[src/rtl/mau_pkg.sv]
// Shared constants and types for the memory-line atomic unit.
// Assumes a 128-bit line split into four 32-bit words and eight 16-bit granules.
package mau_pkg;
    localparam int WORD_W     = 32;
    localparam int GRAN_W     = 16;
    localparam int N_WORD     = 4;
    localparam int N_GRAN     = 8;
    localparam int LINE_W     = WORD_W * N_WORD;
    localparam int LINE_BYTES = LINE_W / 8;
    localparam int OFS_BITS   = $clog2(LINE_BYTES);

    typedef enum logic [3:0] {
        OP_NOP      = 4'h0,
        OP_INC      = 4'h1,
        OP_INC_WRAP = 4'h2,
        OP_GSWAP    = 4'h3,
        OP_CAS      = 4'h4,
        OP_SWAP32   = 4'h7
    } op_e;

    typedef struct packed {
        logic [31:0] addr;
        logic [15:0] param;
        logic [31:0] data;
        logic        resp;
    } req_t;
endpackage

[src/rtl/mau_line_mem.sv]
// Line-wide SRAM model: one registered read port and one write port.
// Assumes reads and writes never target the same line in the same cycle,
// which the controller guarantees by its phase ordering. Reset clears all lines.
module mau_line_mem #(
    parameter int LINES  = 16,
    parameter int LINE_W = 128,
    localparam int IDX_W = (LINES > 1) ? $clog2(LINES) : 1
) (
    input  logic              clk,
    input  logic              rst_n,
    input  logic              rd_en,
    input  logic [IDX_W-1:0]  rd_idx,
    output logic [LINE_W-1:0] rd_line,
    input  logic              wr_en,
    input  logic [IDX_W-1:0]  wr_idx,
    input  logic [LINE_W-1:0] wr_line
);
    logic [LINE_W-1:0] store [LINES];

    // Clear on reset; otherwise perform the requested write and registered read.
    always_ff @(posedge clk) begin
        if (!rst_n) begin
            for (int i = 0; i < LINES; i++) begin
                store[i] <= '0;
            end
            rd_line <= '0;
        end else begin
            if (wr_en) begin
                store[wr_idx] <= wr_line;
            end
            if (rd_en) begin
                rd_line <= store[rd_idx];
            end
        end
    end
endmodule

[src/rtl/mau_op_alu.sv]
// Combinational update engine: given the old line and a request, produces the
// new line, whether it must be written, the old target word and an opcode error.
// Assumes the line is little-endian: word k at bits [32k+31:32k], granule g at [16g+15:16g].
module mau_op_alu
    import mau_pkg::*;
(
    input  logic [LINE_W-1:0] line_in,
    input  logic [15:0]       param,
    input  logic [31:0]       data,
    input  logic [1:0]        tgt_word,
    output logic [LINE_W-1:0] line_out,
    output logic              wr_req,
    output logic [31:0]       orig_word,
    output logic              bad_op
);
    logic [N_WORD-1:0][WORD_W-1:0] words_in;
    logic [N_WORD-1:0][WORD_W-1:0] words_out;
    logic [N_GRAN-1:0][GRAN_W-1:0] gran_in;
    logic [N_GRAN-1:0][GRAN_W-1:0] gran_sw;
    logic [3:0]  opcode;
    logic [3:0]  amt_raw;
    logic [3:0]  bound;
    logic [1:0]  sel_word;
    logic [7:0]  gmask;
    logic [31:0] incr;
    logic [32:0] sum_full;
    logic [31:0] inc_result;
    logic        cas_hit;

    assign words_in = line_in;
    assign gran_in  = line_in;
    assign opcode   = param[15:12];
    assign amt_raw  = param[9:6];
    assign bound    = param[5:2];
    assign sel_word = param[3:2];
    assign gmask    = param[11:4];

    assign orig_word = words_in[tgt_word];

    // Increment amount with the zero-means-one rule.
    always_comb begin
        incr = {28'd0, amt_raw};
        if (amt_raw == 4'd0) begin
            incr = 32'd1;
        end
    end

    assign sum_full = {1'b0, orig_word} + {1'b0, incr};

    // Apply the wrap bound only for the wrapping opcode with a non-zero bound.
    always_comb begin
        inc_result = sum_full[31:0];
        if (opcode == OP_INC_WRAP && bound != 4'd0 && sum_full >= {29'd0, bound}) begin
            inc_result = '0;
        end
    end

    assign cas_hit = (words_in[sel_word][15:0] == data[15:0]);

    // Per-granule write selection for the masked swap.
    for (genvar g = 0; g < N_GRAN; g++) begin : g_gran
        if (g % 2 == 0) begin : g_even
            assign gran_sw[g] = gmask[g] ? data[15:0] : gran_in[g];
        end else begin : g_odd
            assign gran_sw[g] = gmask[g] ? data[31:16] : gran_in[g];
        end
    end

    // Build the updated line and the write request for each opcode.
    always_comb begin
        words_out = words_in;
        wr_req    = 1'b0;
        bad_op    = 1'b0;
        unique case (opcode)
            OP_NOP: begin
                wr_req = 1'b0;
            end
            OP_INC, OP_INC_WRAP: begin
                words_out[tgt_word] = inc_result;
                wr_req              = 1'b1;
            end
            OP_GSWAP: begin
                words_out = gran_sw;
                wr_req    = 1'b1;
            end
            OP_CAS: begin
                if (cas_hit) begin
                    words_out[sel_word][15:0] = data[31:16];
                end
                wr_req = 1'b1;
            end
            OP_SWAP32: begin
                words_out[sel_word] = data;
                wr_req              = 1'b1;
            end
            default: begin
                bad_op = 1'b1;
            end
        endcase
    end

    assign line_out = words_out;
endmodule

[src/rtl/mau_ctrl.sv]
// Sequencer: accepts one request, steps it through a read phase and a
// modify/write phase, then issues the one-cycle done pulse with the response.
// Assumes the memory read is registered (one cycle) and the update is combinational.
module mau_ctrl
    import mau_pkg::*;
(
    input  logic        clk,
    input  logic        rst_n,
    input  logic        req_valid,
    input  req_t        req_in,
    output logic        req_ready,
    output req_t        req_q,
    output logic        rd_en,
    output logic        wr_phase,
    input  logic [31:0] alu_orig,
    input  logic        alu_err,
    output logic        done,
    output logic        resp_valid,
    output logic [31:0] resp_data,
    output logic        err
);
    typedef enum logic [1:0] {ST_IDLE, ST_READ, ST_MODIFY} state_e;
    state_e state;

    assign req_ready = (state == ST_IDLE);
    assign rd_en     = (state == ST_READ);
    assign wr_phase  = (state == ST_MODIFY);

    // Phase sequencing, request capture and completion outputs.
    always_ff @(posedge clk) begin
        if (!rst_n) begin
            state      <= ST_IDLE;
            req_q      <= '0;
            done       <= 1'b0;
            resp_valid <= 1'b0;
            resp_data  <= '0;
            err        <= 1'b0;
        end else begin
            done       <= 1'b0;
            resp_valid <= 1'b0;
            resp_data  <= '0;
            err        <= 1'b0;
            unique case (state)
                ST_IDLE: begin
                    if (req_valid) begin
                        req_q <= req_in;
                        state <= ST_READ;
                    end
                end
                ST_READ: begin
                    state <= ST_MODIFY;
                end
                ST_MODIFY: begin
                    state      <= ST_IDLE;
                    done       <= 1'b1;
                    err        <= alu_err;
                    resp_valid <= req_q.resp;
                    resp_data  <= req_q.resp ? alu_orig : '0;
                end
                default: begin
                    state <= ST_IDLE;
                end
            endcase
        end
    end
endmodule

[src/rtl/mem_atomic_unit.sv]
// Top of the memory-line atomic unit: ties the sequencer, the line memory and
// the update engine together. Assumes line index = address bits above the
// 16-byte offset, truncated to the memory depth.
module mem_atomic_unit #(
    parameter int LINES = 16
) (
    input  logic        clk,
    input  logic        rst_n,
    input  logic        req_valid,
    input  logic [31:0] req_addr,
    input  logic [15:0] req_param,
    input  logic [31:0] req_data,
    input  logic        req_resp,
    output logic        req_ready,
    output logic        done,
    output logic        resp_valid,
    output logic [31:0] resp_data,
    output logic        err
);
    import mau_pkg::*;

    localparam int IDX_W = (LINES > 1) ? $clog2(LINES) : 1;

    req_t              req_in;
    req_t              req_q;
    logic              rd_en;
    logic              wr_phase;
    logic [LINE_W-1:0] line_rd;
    logic [LINE_W-1:0] line_new;
    logic              alu_wr;
    logic [31:0]       alu_orig;
    logic              alu_err;
    logic [IDX_W-1:0]  line_idx;

    assign req_in = '{addr: req_addr, param: req_param, data: req_data, resp: req_resp};

    if (LINES > 1) begin : g_idx
        assign line_idx = req_q.addr[OFS_BITS +: IDX_W];
    end else begin : g_idx1
        assign line_idx = 1'b0;
    end

    mau_ctrl u_ctrl (
        .clk        (clk),
        .rst_n      (rst_n),
        .req_valid  (req_valid),
        .req_in     (req_in),
        .req_ready  (req_ready),
        .req_q      (req_q),
        .rd_en      (rd_en),
        .wr_phase   (wr_phase),
        .alu_orig   (alu_orig),
        .alu_err    (alu_err),
        .done       (done),
        .resp_valid (resp_valid),
        .resp_data  (resp_data),
        .err        (err)
    );

    mau_line_mem #(.LINES(LINES), .LINE_W(LINE_W)) u_mem (
        .clk     (clk),
        .rst_n   (rst_n),
        .rd_en   (rd_en),
        .rd_idx  (line_idx),
        .rd_line (line_rd),
        .wr_en   (wr_phase && alu_wr),
        .wr_idx  (line_idx),
        .wr_line (line_new)
    );

    mau_op_alu u_alu (
        .line_in   (line_rd),
        .param     (req_q.param),
        .data      (req_q.data),
        .tgt_word  (req_q.addr[3:2]),
        .line_out  (line_new),
        .wr_req    (alu_wr),
        .orig_word (alu_orig),
        .bad_op    (alu_err)
    );
endmodule

[config.mk]
export PLATFORM = sky130hd
export DESIGN_NAME = mem_atomic_unit
export DESIGN_NICKNAME = d
export VERILOG_FILES = /design/src/rtl/mau_pkg.sv /design/src/rtl/mau_line_mem.sv /design/src/rtl/mau_op_alu.sv /design/src/rtl/mau_ctrl.sv /design/src/rtl/mem_atomic_unit.sv
export SDC_FILE = /design/constraint.sdc
export NUM_CORES = 2
export LEC_CHECK = 0
export CAP_MARGIN = 20
export CORE_MARGIN = 8
export CORE_UTILIZATION = 24
export CTS_BUF_LIST = sky130_fd_sc_hd__clkbuf_4 sky130_fd_sc_hd__clkbuf_8 sky130_fd_sc_hd__clkbuf_16
export CTS_CLUSTER_DIAMETER = 200
export DETAILED_ROUTE_END_ITERATION = 6
export PLACE_DENSITY = 0.39
export SYNTH_ARGS = -nofsm -noshare
export SYNTH_HDL_FRONTEND = slang
export SYNTH_SLANG_ARGS = --single-unit
export TNS_END_PERCENT = 50
[constraint.sdc]
create_clock -name clk -period 13.2 [get_ports clk]
set_input_delay 1.32 -clock clk [delete_from_list [all_inputs] [get_ports clk]]
set_output_delay 1.32 -clock clk [all_outputs]
set_load 0.05 [all_outputs]
======== Word-level counts from Yosys, hierarchy flattened ========
Memories as Yosys holds them, arrays and structs flattened. A register that Yosys moved wholly into a read port is not among the register bits.
Index checks and enable logic that the tools add are counted.
operators by class
  $add $sub $neg .......................... 1
  order comparisons ....................... 5
  equal/unequal tests ..................... 9
  mux-type cells .......................... 37
  reductions and logical operators ........ 17
operator list
  cell                                                                                  count
  128-bit case mux with 4 select lines                                                  1
  128-bit bitwise mux                                                                   3
  128-bit 2-to-1 mux                                                                    2
  32-bit demux with 2-bit select                                                        3
  16-bit 2-to-1 mux                                                                     10
  32-bit binary-select mux with 2-bit select                                            2
  32-bit 2-to-1 mux                                                                     4
  128-bit OR reduction                                                                  1
  32-bit by 4-bit adder with 33-bit output                                              1
  33-bit by 4-bit greater-or-equal comparator with 1-bit output                         1
  16-bit == test                                                                        1
  4-bit by 2-bit == test with 1-bit output (second input constant)                      2
  4-bit by 3-bit == test with 1-bit output (second input constant)                      2
  4-bit zero test                                                                       2
  1-bit 2-to-1 mux                                                                      8
  4-bit 2-to-1 mux                                                                      2
  2-bit by 3-bit < comparator with 1-bit output (second input constant)                 2
  6-bit OR reduction                                                                    1
  1-bit logical AND                                                                     5
  5-bit OR reduction                                                                    1
  4-bit by 1-bit == test with 1-bit output (second input constant)                      1
  2-bit by 1-bit greater-or-equal comparator with 1-bit output (second input constant)  2
  2-bit case mux with 2 select lines                                                    1
  2-bit AND reduction                                                                   2
  other kinds (9)                                                                       9
word-level totals
  register bits after elaboration ......... 94
  bits in writable memories ............... 2048
  input bits .............................. 84
  output and inout bits ................... 36
  logic and storage cells ................. 79
  memories ................................ 1
memories
  memory       words  bits a word  rd ports  clocked after Yosys merged registers in  wr ports  line                text
  u_mem.store  16     128          1         1                                        16        mau_line_mem.sv:18  logic [LINE_W-1:0] store [LINES];

======== Longest topological paths before layout ========
  depth in word-level cells ............... 9
  depth in mapped cells ................... 23

======== Modules after synthesis ========
Synthesis repeated with hierarchy kept, for this count alone.
second synthesis, totals
  cell total of the unflattened synthesis .. 7941
  area, all modules ....................... 106246.9 um2
by module, submodules not included
  module           instances  cells an instance  area an instance (um2)
  mau_line_mem     1          6765               96448.8
  mau_op_alu       1          743                5472.7
  mau_ctrl         1          432                4319.1
  mem_atomic_unit  1          1                  6.3

======== Worst setup path before layout ========
OpenSTA, ideal clock, no wires.
  path kind ............................... input to register
  from .................................... in rst_n
  to ...................................... mem u_mem.store[15][0], enable pin
  library setup time ...................... 1.108 ns
  arrival time ............................ 4.592 ns
  path slack .............................. 7.500 ns
  stages on the path ...................... 8
  cells stage by stage .................... nand3b_1 > inv_1 > nand3_1 > nor2_1 > nand3_1 > clkbuf_1 > clkbuf_1 > nand2_1
RTL lines
  item         line                  text
  from (decl)  mem_atomic_unit.sv:8  input logic rst_n,
  to (decl)    mau_line_mem.sv:18

==> out/metrics.yaml <==
portBuffers: 91
synth-main-ff-cell: "edfxtp_1"
grt_pass1_wl_mm: 538
timing.final.ws_setup_ps: 6620
root_buffer: "clkbuf_16"
syn_to_final_growth_pct: 16.8
rows: 236
routed_wl_mm: 393
first_pass_iters: 7
start_util_pct: 24.1
reg2regPathDepth: 17
pin_count: 120
timing.setup.tns_ps: 0
synth_top_family_by_area: "multiplexers"
detail-route-antenna-nets: 0
die_w_um: 660
synth_compound_area_share_pct: 5.24
grt_max_degree: 104
post-place-ws_ps: 6620
insertion_delay_ps: 940
path_clk_slew_ps: 60
maxSlewHeadroom_pct: 15.8
cts_max_level: 5
drc: 4
synth_area_per_cell_um2: 14.4
syn_inst: 6931
fp.dieH_um: 660
synth_edf_count: 2048
period_needed_ps: 6580
ys_seq_area_share_pct: 66.1
final_nets: 6987
gp_congestion: 0.820
cts_hold_buf: 0
grt_pass1_vias: 64800
via_per_inst: 5.02
worst_slew_pin_slew_ps: 1250
final_util_pct: 28.2
yosys_warnings: 0
yosysMostFrequentCell: "edfxtp_1"
crit_chain: "buf_4 -> mux4_2 -> ha_1 -> inv_1 -> fa_1 -> nor2b_1 -> o21ai_0 -> a211oi_1 -> nand2_1 -> a21oi_1 -> nor4_1 -> nand4_2 -> buf_4 -> a21boi_1 -> o22ai_1 -> buf_4 -> a21oi_1"
rsz0062_at_grt: "no"
synth.ff_latch_count: 2266
path_max_fanout: 23
tritoncts: "built"
drv_cap: 0
min_path_type: "reg2reg"
power_density_nw_per_um2: 147
violations: "design-rule violations"
coreArea_um2: 413000
min_path_cells: 2
period_share_pct: 49.8
cts_resized: 0
synth-adder-area-share_pct: 0.121
cp_slowest_stage_delay_ps: 1060
hold_violations: 0
netlist_top_cells_count: "2,048 x edfxtp_1, 1,883 x nor2_1, 688 x mux4_2"
synthArstFlopShare_pct: 0
p_leak_nw: 36.2
synth_area_leader_cell: "edfxtp_1"
yosys.area_share.simple_pct: 9.75
drt_iter0_drc: 7739
clockBufferDepth: 4
ys_types: 74
synthMuxAreaShare_pct: 15.6
cp-end-kind: "flip-flop"
synth_nets: 7024
grt_usage_pct: 17.5
finClkSkew_ps: 81.7
cp-start-kind: "flip-flop"
setup_viol: 0
grt_overflow_total: 0
status: "finished with violations"
cpMostUsedCell: "buf_4"
numClockSinks: 2266
synth_xor_area_share_pct: 0.440
ys_top_cells_by_area: "edfxtp_1 62%, mux4_2 16%, nor2_1 7.1%, dfxtp_1 4.4%, clkbuf_1 2.0%"
ir_drop_mv: 0.0954
cts_buffers: 275
critPathKind: "reg2reg"
drive_gt1_share_pct: 21.5
hpwl_mm: 209
synth_area_um2: 99600
dieArea_um2: 436000
worstPathArrival_ps: 7200
antenna_found_initial: 12
crit_required_ps: 13830
wire_per_inst_um: 31.2
max_freq_ghz: 0.152
drv_slew: 0
critical-path-slowest-cell: "a211oi_1"
cts_setup_buffers: 0
yosysTopAreaCellShare_pct: 61.7
via_count: 63300
-- worst paths after layout --
kind                      from                 end  slack (ps)
min reg2reg  u_mem.rd_line[84]   u_mem.rd_line[84]         480
min          u_mem.rd_line[84]   u_mem.rd_line[84]         480
max           u_ctrl.req_q[51]  u_mem.store[6][35]        6620
max reg2reg   u_ctrl.req_q[51]  u_mem.store[6][35]        6620
-- power breakdown --
| part | switching, W | internal (W) | leakage, nW |
|---|---|---|---|
| Sequential | 0.000123 | 0.00804 | 22.9 |
| Combinational | 0.000893 | 0.000464 | 8.82 |
| Clock | 0.00314 | 0.00439 | 4.47 |
-- flip-flops by register name, indices dropped and copies added, names as in the netlist --
name and flops:
u_ctrl.done 1, u_ctrl.err 1, u_ctrl.req_q 53, u_ctrl.resp_data 32, u_ctrl.resp_valid 1, u_ctrl.state 2
u_mem.rd_line 128, u_mem.store 2048
-- routing by layer --
layer / wire length [um] / vias up / GRT usage (%)
li1: - / 25900 / -
met1: 165000 / 34300 / 23.1
met2: 190000 / 2589 / 29.5
met3: 24900 / 565 / 2.70
met4: 12600 / 0 / 5.11
met5: 0 / - / 0
-- cell usage in the layout, fill, tap and decap left out, types with 90 or more instances in the layout --
cell             Yosys  routed
clkbuf_16            0     287
edfxtp_1          2048    2048
clkdlybuf4s50_1      0      90
mux4_2             688     688
a21boi_0           181     181
dfxtp_1            218     211
nand2_1            442     413
nor2_1            1883    1883
a21oi_1            275     275
buf_4                2     237
-- cell families after synthesis --
logic type | count (synthesis)
buf+inv | 682
simple gates | 2477
fa+ha+maj | 9
flops | 2266
compound gates | 752
mux | 695
xor+xnor | 50
-- through the flow --
stage                     hold slack [ps]  cells  instance area, um^2  power, W
final                                 483  12600               116000    0.0170
after detailed placement              475  12100               107000   0.00968
after global placement                473  12100               107000   0.00967
after floorplan                       453   6931                99600   0.00908
after CTS                             483  12600               116000    0.0172
after global routing                  502  12600               116000    0.0176
-- area by class of cell --
cell class | instances | area (um^2)
tap | 5474 | 6850
inverter | 17 | 71.3
timing repair buffer | 351 | 3130
clock buffer | 372 | 7920
antenna | 18 | 45.0
clock inverter | 125 | 955
sequential | 2266 | 65900
fill | 41600 | 297000
multi-input combinational | 3983 | 31500
-- worst max-delay path, delay by kind of cell (launching register included) --
| family | cells | cell delay, ps |
|---|---|---|
| compound gates | 6 | 2400 |
| fa+ha+maj | 2 | 630 |
| buf+inv | 4 | 1310 |
| flops | 1 | 810 |
| mux | 1 | 410 |
| simple gates | 4 | 630 |
Power figures use the tool's default switching activity.
